**src/rtl/thumb_pkg.sv**
```systemverilog
package thumb_pkg;
  localparam int DIGIT_W = 4;
  localparam int NUM_DIGITS = 3;

  typedef enum logic [2:0] {
    ST_GAP,
    ST_HUND,
    ST_TENS,
    ST_UNITS,
    ST_PUB
  } scanState_t;

  typedef struct packed {
    logic capHund;
    logic capTens;
    logic capUnits;
    logic publish;
  } scanStrobes_t;
endpackage

```
**src/rtl/thumb_scan_ctrl.sv**
```systemverilog
module thumb_scan_ctrl
  import thumb_pkg::*;
#(
  parameter int SETTLE_CYC = 16,
  parameter int GAP_CYC = 1000
) (
  input  logic clk,
  input  logic rstN,
  output logic [NUM_DIGITS-1:0] digitEnN,
  output scanStrobes_t strobes
);
  localparam int MAX_CNT = (SETTLE_CYC > GAP_CYC) ? SETTLE_CYC : GAP_CYC;
  localparam int CNT_W = $clog2(MAX_CNT + 1);

  scanState_t state;
  logic [CNT_W-1:0] cnt;
  logic settleDone;
  logic gapDone;

  assign settleDone = (cnt == CNT_W'(SETTLE_CYC - 1));
  assign gapDone = (cnt == CNT_W'(GAP_CYC - 1));

  always_ff @(posedge clk or negedge rstN) begin
    if (!rstN) begin
      state <= ST_GAP;
      cnt <= '0;
    end else begin
      case (state)
        ST_GAP: begin
          if (gapDone) begin
            state <= ST_HUND;
            cnt <= '0;
          end else begin
            cnt <= cnt + 1'b1;
          end
        end
        ST_HUND, ST_TENS, ST_UNITS: begin
          if (settleDone) begin
            cnt <= '0;
            if (state == ST_HUND) state <= ST_TENS;
            else if (state == ST_TENS) state <= ST_UNITS;
            else state <= ST_PUB;
          end else begin
            cnt <= cnt + 1'b1;
          end
        end
        default: begin
          state <= ST_GAP;
          cnt <= '0;
        end
      endcase
    end
  end

  always_comb begin
    digitEnN = '1;
    case (state)
      ST_HUND: digitEnN[2] = 1'b0;
      ST_TENS: digitEnN[1] = 1'b0;
      ST_UNITS: digitEnN[0] = 1'b0;
      default: digitEnN = '1;
    endcase
  end

  always_comb begin
    strobes.capHund = (state == ST_HUND) && settleDone;
    strobes.capTens = (state == ST_TENS) && settleDone;
    strobes.capUnits = (state == ST_UNITS) && settleDone;
    strobes.publish = (state == ST_PUB);
  end

  // at most one select active
  assert_one_select_R1: assert property (@(posedge clk) disable iff (!rstN)
    $onehot0(~digitEnN));
  // tens follows hundreds directly
  assert_tens_after_hund_R2: assert property (@(posedge clk) disable iff (!rstN)
    $fell(digitEnN[1]) |-> !$past(digitEnN[2]));
  // units follows tens directly
  assert_units_after_tens_R2: assert property (@(posedge clk) disable iff (!rstN)
    $fell(digitEnN[0]) |-> !$past(digitEnN[1]));
  // hundreds starts only from the idle gap
  assert_hund_from_idle_R8: assert property (@(posedge clk) disable iff (!rstN)
    $fell(digitEnN[2]) |-> ($past(digitEnN) == 3'b111));
endmodule

```
**src/rtl/thumb_addr_dp.sv**
```systemverilog
module thumb_addr_dp
  import thumb_pkg::*;
#(
  parameter int ADDR_W = 10
) (
  input  logic clk,
  input  logic rstN,
  input  scanStrobes_t strobes,
  input  logic [DIGIT_W-1:0] swBusN,
  output logic [ADDR_W-1:0] baseAddr,
  output logic addrUpdate
);
  logic [NUM_DIGITS-1:0] capVec;
  logic [DIGIT_W-1:0] digitQ [NUM_DIGITS];
  logic [ADDR_W-1:0] weighted [NUM_DIGITS];
  logic [ADDR_W-1:0] nextAddr;

  assign capVec = {strobes.capHund, strobes.capTens, strobes.capUnits};

  function automatic int digitWeight(input int idx);
    int w;
    w = 1;
    for (int k = 0; k < idx; k++) w = w * 10;
    return w;
  endfunction

  for (genvar g = 0; g < NUM_DIGITS; g++) begin : gDigit
    always_ff @(posedge clk or negedge rstN) begin
      if (!rstN) digitQ[g] <= '0;
      else if (capVec[g]) digitQ[g] <= ~swBusN;
    end
    assign weighted[g] = ADDR_W'(digitQ[g]) * ADDR_W'(digitWeight(g));
  end

  assign nextAddr = weighted[2] + weighted[1] + weighted[0] - ADDR_W'(1);

  always_ff @(posedge clk or negedge rstN) begin
    if (!rstN) begin
      baseAddr <= '1;
      addrUpdate <= 1'b0;
    end else begin
      addrUpdate <= strobes.publish;
      if (strobes.publish) baseAddr <= nextAddr;
    end
  end

  // address moves only together with the update pulse
  assert_atomic_publish_R6: assert property (@(posedge clk) disable iff (!rstN)
    !$stable(baseAddr) |-> addrUpdate);
  // update pulse lasts one clock
  assert_single_pulse_R6: assert property (@(posedge clk) disable iff (!rstN)
    addrUpdate |=> !addrUpdate);
endmodule

```
**src/rtl/thumb_addr_reader.sv**
```systemverilog
module thumb_addr_reader
  import thumb_pkg::*;
#(
  parameter int SETTLE_CYC = 16,
  parameter int GAP_CYC = 1000,
  parameter int ADDR_W = 10
) (
  input  logic clk,
  input  logic rstN,
  output logic [2:0] digitEnN,
  input  logic [3:0] swBusN,
  output logic [ADDR_W-1:0] baseAddr,
  output logic addrUpdate
);
  scanStrobes_t strobes;

  thumb_scan_ctrl #(.SETTLE_CYC(SETTLE_CYC), .GAP_CYC(GAP_CYC)) u_ctrl (
    .clk(clk),
    .rstN(rstN),
    .digitEnN(digitEnN),
    .strobes(strobes)
  );

  thumb_addr_dp #(.ADDR_W(ADDR_W)) u_dp (
    .clk(clk),
    .rstN(rstN),
    .strobes(strobes),
    .swBusN(swBusN),
    .baseAddr(baseAddr),
    .addrUpdate(addrUpdate)
  );
endmodule

```
**config.mk**
```make
export PLATFORM = sky130hd
export DESIGN_NAME = thumb_addr_reader
export DESIGN_NICKNAME = d
export VERILOG_FILES = /design/src/rtl/thumb_pkg.sv /design/src/rtl/thumb_scan_ctrl.sv /design/src/rtl/thumb_addr_dp.sv /design/src/rtl/thumb_addr_reader.sv
export SDC_FILE = /design/constraint.sdc
export NUM_CORES = 1
export LEC_CHECK = 0
export ABC_AREA = 0
export BUFFER_PORTS_ARGS = -buffer_cell sky130_fd_sc_hd__buf_2
export CORE_MARGIN = 4
export CORE_UTILIZATION = 25
export CTS_BUF_LIST = sky130_fd_sc_hd__clkbuf_16
export DETAILED_ROUTE_END_ITERATION = 16
export GPL_ROUTABILITY_DRIVEN = 0
export HOLD_SLACK_MARGIN = 0.08
export PLACE_DENSITY = 0.39
export SKIP_LAST_GASP = 1
export SYNTH_ARGS = -nofsm -noshare
export SYNTH_HDL_FRONTEND = slang
export SYNTH_SLANG_ARGS = --single-unit
export TNS_END_PERCENT = 100
```
**constraint.sdc**
```tcl
create_clock -name clk -period 4.2 [get_ports clk]
set_clock_uncertainty 0.1 [all_clocks]
set_input_delay 0.63 -clock clk [delete_from_list [all_inputs] [get_ports clk]]
set_output_delay 0.63 -clock clk [all_outputs]
set_load 0.01 [all_outputs]
```
Word-level counts from Yosys, hierarchy flattened
Cells that the tools add are included.
{ "classes": {"div_mod_pow": 0, "mux": 11, "bitwise_logic": 1, "n_reduce_logical": 6, "multipliers": 2, "n_eq_ne": 8, "shifts": 0, "magnitude_cmp": 0, "n_addsub": 4} }
{ "ops": {"columns": ["operator", "n"], "rows": [
  ["$mux 10", 2],
  ["$pmux 10 s2", 1],
  ["$mux 3", 4],
  ["$add 10x1->10 const B", 1],
  ["$add 10x4->10", 1],
  ["$add 10x8->10", 1],
  ["$eq 10x10->1 const B", 1],
  ["$eq 10x4->1 const B", 1],
  ["$sub 10x1->10 const B", 1],
  ["$mul 4x5->8 const B", 1],
  ["$mul 4x3->7 const B", 1],
  ["$eq 3x2->1 const B", 2],
  ["$pmux 3 s2", 1],
  ["$ne 2x1->1 const B", 2],
  ["$not 4->4", 1],
  ["$eq 3x1->1 const B", 1],
  ["$eq 3x3->1 const B", 1],
  ["$logic_and 1x1->1", 3],
  ["$logic_not 3->1", 1],
  ["$mux 1", 3],
  ["$reduce_or 3->1", 1],
  ["$reduce_and 2->1", 1]
]} }
{ "word_totals": {"mem_bits_rw": 0, "memories": 0, "latchBits": 0, "ff_bits": 36, "mem_bits_ro": 0, "inputBits": 6} }

Longest topological paths before layout
{ "logic_depth": {"depth_word": 5, "mapped_depth": 14, "ltp_nobuf": 14} }

Hierarchy
A second synthesis with hierarchy kept.
{ "unflattened": {"hier_cells": 229, "hier_area_um2": 2386.0} }
{ "modules_own_cells": {"columns": ["module", "n_inst", "area_each_um2", "seq_area_each_um2", "cells_each"], "rows": [
  ["thumb_addr_dp", 1, 1684.1, 588.1, 162],
  ["thumb_scan_ctrl", 1, 701.9, 325.3, 67]
]} }

Least setup slack after synthesis
OpenSTA, ideal clock, no wires.
{ "synth_path": {"path_kind": "register to register", "startpoint": "register u_dp.digitQ[7] (netlist name)", "endpoint": "register u_dp.baseAddr[8]", "stages_incl_launch_ff": 13, "slack_ns": 1.013, "t_required_ns": 4.036, "path_buffers": 0, "period_less_slack_ns": 3.187, "t_arrival_ns": 3.023, "cell_sequence": "dfrtp_1 > ha_1 > ha_1 > inv_1 > fa_1 > ha_1 > inv_1 > ha_1 > ha_1 > o21ai_0 > a21boi_0 > or4_1 > nand3_1"} }
{ "synth_between": {"elab_chain_len": 4} }
{ "synth_lines": {"columns": ["element", "line", "rtl"], "rows": [
  ["from (decl)", "thumb_addr_dp.sv:14", "logic [DIGIT_W-1:0] digitQ [NUM_DIGITS];"],
  ["from (signal, indexed assignment)", "thumb_addr_dp.sv:30", "else if (capVec[g]) digitQ[g] <= ~swBusN;"],
  ["$mul 4x3->7", "thumb_addr_dp.sv:32", "assign weighted[g] = ADDR_W'(digitQ[g]) * ADDR_W'(digitWeight(g));"],
  ["$add 10x8->10", "thumb_addr_dp.sv:35", "assign nextAddr = weighted[2] + weighted[1] + weighted[0] - ADDR_W'(1);"],
  ["$add 10x4->10", "thumb_addr_dp.sv:35", null],
  ["$sub 10x1->10", "thumb_addr_dp.sv:35", null],
  ["to (signal assigned)", "thumb_addr_dp.sv:43", "if (strobes.publish) baseAddr <= nextAddr;"],
  ["to (decl)", "thumb_addr_dp.sv:10", "output logic [ADDR_W-1:0] baseAddr,"]
]} }
Every way passes these cells.
A chain may end at the register's enable or synchronous reset.

Worst setup path in the final report
{ "layout_path": {"startpoint": "register u_dp.digitQ[7] (netlist name)", "endpoint": "register u_dp.baseAddr[9]"} }
Same word-level chain as after synthesis.

==> results.md <==
Power
* **portion of total power attributed to sequential cells** 48.0%
* **internal power** 0.000568 W
* **switching share of total power** 21.5%
* **power spent charging and discharging nets** 0.000156 W
* **maximum vdd ir drop** 0.121 mV
* **Leakage Power** 1.36 nW
* **total power divided by cell area** 270 nW/um^2
* **combinational share of power** 1.4%
* **clock network power share** 50.5%

Floorplanning
* **Std-Cell Rows** 35
* **Die Span Y** 105 um
* **initial standard-cell utilization of the core** 25.4%
* **chip width** 105 um
* **Die ar.** 11000 um^2
* **area of the core region** 9200 um^2
* **boundary pin count** 20

STA
* **number of setup violations in the final report** 0
* **tightest hold margin** 0.352 ns
* **achievable clock frequency** 299 MHz
* **crit share post-route** 79.6%
* **Pins Over Slew Limit** 0
* **Worst Max-Slew Pin Slew** 0.828 ns
* **setup repair after global routing missed its margin** no
* **minimum period implied by the final worst setup slack** 3.34 ns
* **headroom to the max-slew limit** 44.8%
* **total negative slack for setup checks** 0 ns
* **final count of hold timing violations** 0

Critical path
* **crit start category** flop
* **path type of the worst setup path** reg -> reg
* **delay of the slowest critical-path stage** 0.42 ns
* **count of buffer and inverter cells on the critical path** 2
* **arrival time at the worst endpoint** 3.42 ns
* **CP max FO** 4
* **type of element capturing the critical path** flop
* **cell with the most instances on the worst path** ha_1
* **worst path required time** 4.28 ns
* **depth of the worst register-to-register path** 14
* **cell class contributing the biggest share of worst-path delay** adder cells
* **cell with the largest stage delay on the worst path** dfrtp_1
* **total number of cells along the worst setup path** 14
* **cell chain of the critical path** ha_1 -> ha_1 -> inv_1 -> fa_1 -> xor2_1 -> ha_1 -> inv_1 -> ha_1 -> ha_1 -> a21oi_1 -> o21ai_0 -> o31ai_1 -> xnor2_1 -> o21ai_0

GRT
* **maximum number of pins on one net before global-route repair** 37
* **Tot GR Track Use** 8.93%
* **wire length of the first global-routing pass** 7960 um
* **GR Overflow Total** 0
* **vias in the first global route** 1726
* **number of antenna violations at the first check in global routing** 0

Run status
* **status** complete, no violations

Drt
* **post-route DRC violation count** 0
* **via/cell ratio** 4.34
* **DRC violation total after the first TritonRoute iteration** 21
* **number of nets with antenna violations after detailed routing** 0
* **DR vias** 1620
* **total wire length after detailed routing** 4410 um
* **total iterations of the first detailed-routing run** 4
* **detailed-route wire length per cell** 11.8 um

Yosys
* **total standard cell area after synthesis** 2340 um^2
* **count of mapped cells out of synthesis** 241
* **Synth Area per Inst** 9.71 um^2
* **post-synthesis sequential area ratio** 39.0%
* **fraction of the mapped netlist area in compound gates** 9.04%
* **Yosys top cell area share** 27.8%
* **dominant cell type by area after synthesis** dfrtp_1
* **Area contributors post-synth** dfrtp_1, ha_1, dfstp_2
* **area share of fa/ha/maj cells after synthesis** 21.4%
* **synthesized-area fraction occupied by xor and xnor cells** 7.11%
* **async set-reset flop share out of synthesis** 100%
* **dominant combinational cell family by area after synthesis** adder cells
* **number of distinct standard cells referenced by the synthesized netlist** 37
* **count of flip-flops with a built-in enable after synthesis** 0
* **multiplexer share of the synthesized area** 0.963%
* **Simple-Gate Fraction of Synth Area** 14.7%
* **register bit total from synthesis** 36
* **synth warn** 0
* **post-synth net total** 284
* **top_reg_cell synth** dfrtp_1

Final layout
* **leading cell type in the layout, fill and taps excluded** inv_1
* **fraction of final layout cells sized beyond drive strength 1** 16.4%
* **total inserted antenna cells** 0
* **final non-filler cell total** 373
* **Layout Nets** 304
* **Area Growth Syn to Fin** 14.4%
* **leading cell types in the layout, fill and taps excluded** inv_1, ha_1, nand2_1, dfrtp_1, o21ai_0

Placement
* **count of placed standard cells including taps** 365
* **final HPWL from detailed placement** 3450 um
* **count of port buffers added during placement** 19

Clock network
* **quantity of hold-fixing buffers added after cts** 0
* **CTS clock-pin slew for the worst setup and hold paths** 0.06 ns
* **CTS Root Cell** clkbuf_16
* **maximum buffer depth of the clock tree** 2
* **total number of H-tree levels** 2
* **TritonCTS buffer count** 5
* **post-CTS setup repair buffer count** 0
* **Resized Gates After CTS** 0
* **source-to-sink clock delay at the later pin of the worst-skew pair** 0.28 ns
* **number of clock sinks seen by CTS** 36
* **clock tree from TritonCTS** built

Run
* **Max-Cap Viols** 0

Worst hold path
* **type of the tightest min-delay check** in -> async

[power by group through the flow]
stage | Clock, W | Combinational [W] | Sequential [W]
after global placement | 0 | 0.0000117 | 0.000353
after detailed placement | 0 | 0.0000117 | 0.000353
after CTS | 0.000385 | 0.0000118 | 0.000347
after global routing | 0.000399 | 0.0000126 | 0.000347
final | 0.000365 | 0.0000104 | 0.000347
[cell families after synthesis]
| group | count (synthesis) |
|---|---|
| flops | 36 |
| mux | 2 |
| compound gates | 36 |
| xor+xnor | 19 |
| fa+ha+maj | 37 |
| simple gates | 67 |
| buf+inv | 44 |
[synthesized netlist by cell type, types with 2 or more instances]
| cell | instances |
|---|---|
| inv_1 | 38 |
| ha_1 | 32 |
| dfrtp_1 | 26 |
| nand2_1 | 26 |
| o21ai_0 | 22 |
| nor2_1 | 14 |
| xnor2_1 | 13 |
| dfstp_2 | 10 |
| xor2_1 | 6 |
| a211oi_1 | 5 |
| fa_1 | 5 |
| and3_1 | 4 |
| nand3_1 | 4 |
| nand2b_1 | 3 |
| nor3b_1 | 3 |
| a21o_1 | 2 |
| a21oi_1 | 2 |
| buf_2 | 2 |
| buf_6 | 2 |
| mux2_2 | 2 |
| nor2b_1 | 2 |
| nor4_1 | 2 |
| o31ai_1 | 2 |
[routing by layer]
metal	share of wire (%)	wire (um)	track usage, %	vias up
met1	45	1990	10.6	764
met4	1.8	79	3.56	0
met5	0	0	0	-
li1	-	-	-	830
met3	3.2	141	2.35	9
met2	50	2200	15.4	17
[through the flow]
| step | total power, W | util, % | setup WS (ns) | instance area, um^2 |
|---|---|---|---|---|
| floorplan | 0.000353 | - | 1.01 | 2340 |
| detailed placement | 0.000365 | 27.6 | 0.821 | 2530 |
| global placement | 0.000365 | 27.6 | 0.887 | 2530 |
| CTS | 0.000744 | 29.1 | 0.817 | 2680 |
| global route | 0.000759 | 29.1 | 0.621 | 2680 |
| finish | 0.000723 | 29.1 | 0.857 | 2680 |
[layout make-up]
class	instances	area (um^2)
clock buffers	5	125
flip-flops and latches	36	913
inverters	38	143
repair buffers	19	95.1
fillers	1006	6520
well taps	111	139
clock inverters	3	18.8
multi-input cells	161	1240
[registers in the layout, indices dropped and copies added, names as in the netlist]
name,flops
u_dp.addrUpdate,1
u_dp.digitQ,12
u_ctrl.cnt,10
u_dp.baseAddr,10
u_ctrl.state,3
[path summary, 6_finish.rpt]
kind,start,end,slack (ns)
setup / recovery,u_dp.digitQ[7],u_dp.baseAddr[9],0.86
hold / removal,rstN,u_dp.addrUpdate,0.35
setup reg to reg,u_dp.digitQ[7],u_dp.baseAddr[9],0.86
hold reg to reg,u_ctrl.cnt[0],u_ctrl.cnt[0],0.35
max in group asynchronous,rstN,u_dp.digitQ[7],3.12
min in group clk,u_ctrl.cnt[0],u_ctrl.cnt[0],0.35
No activity file was read; power rests on OpenSTA's default activity.
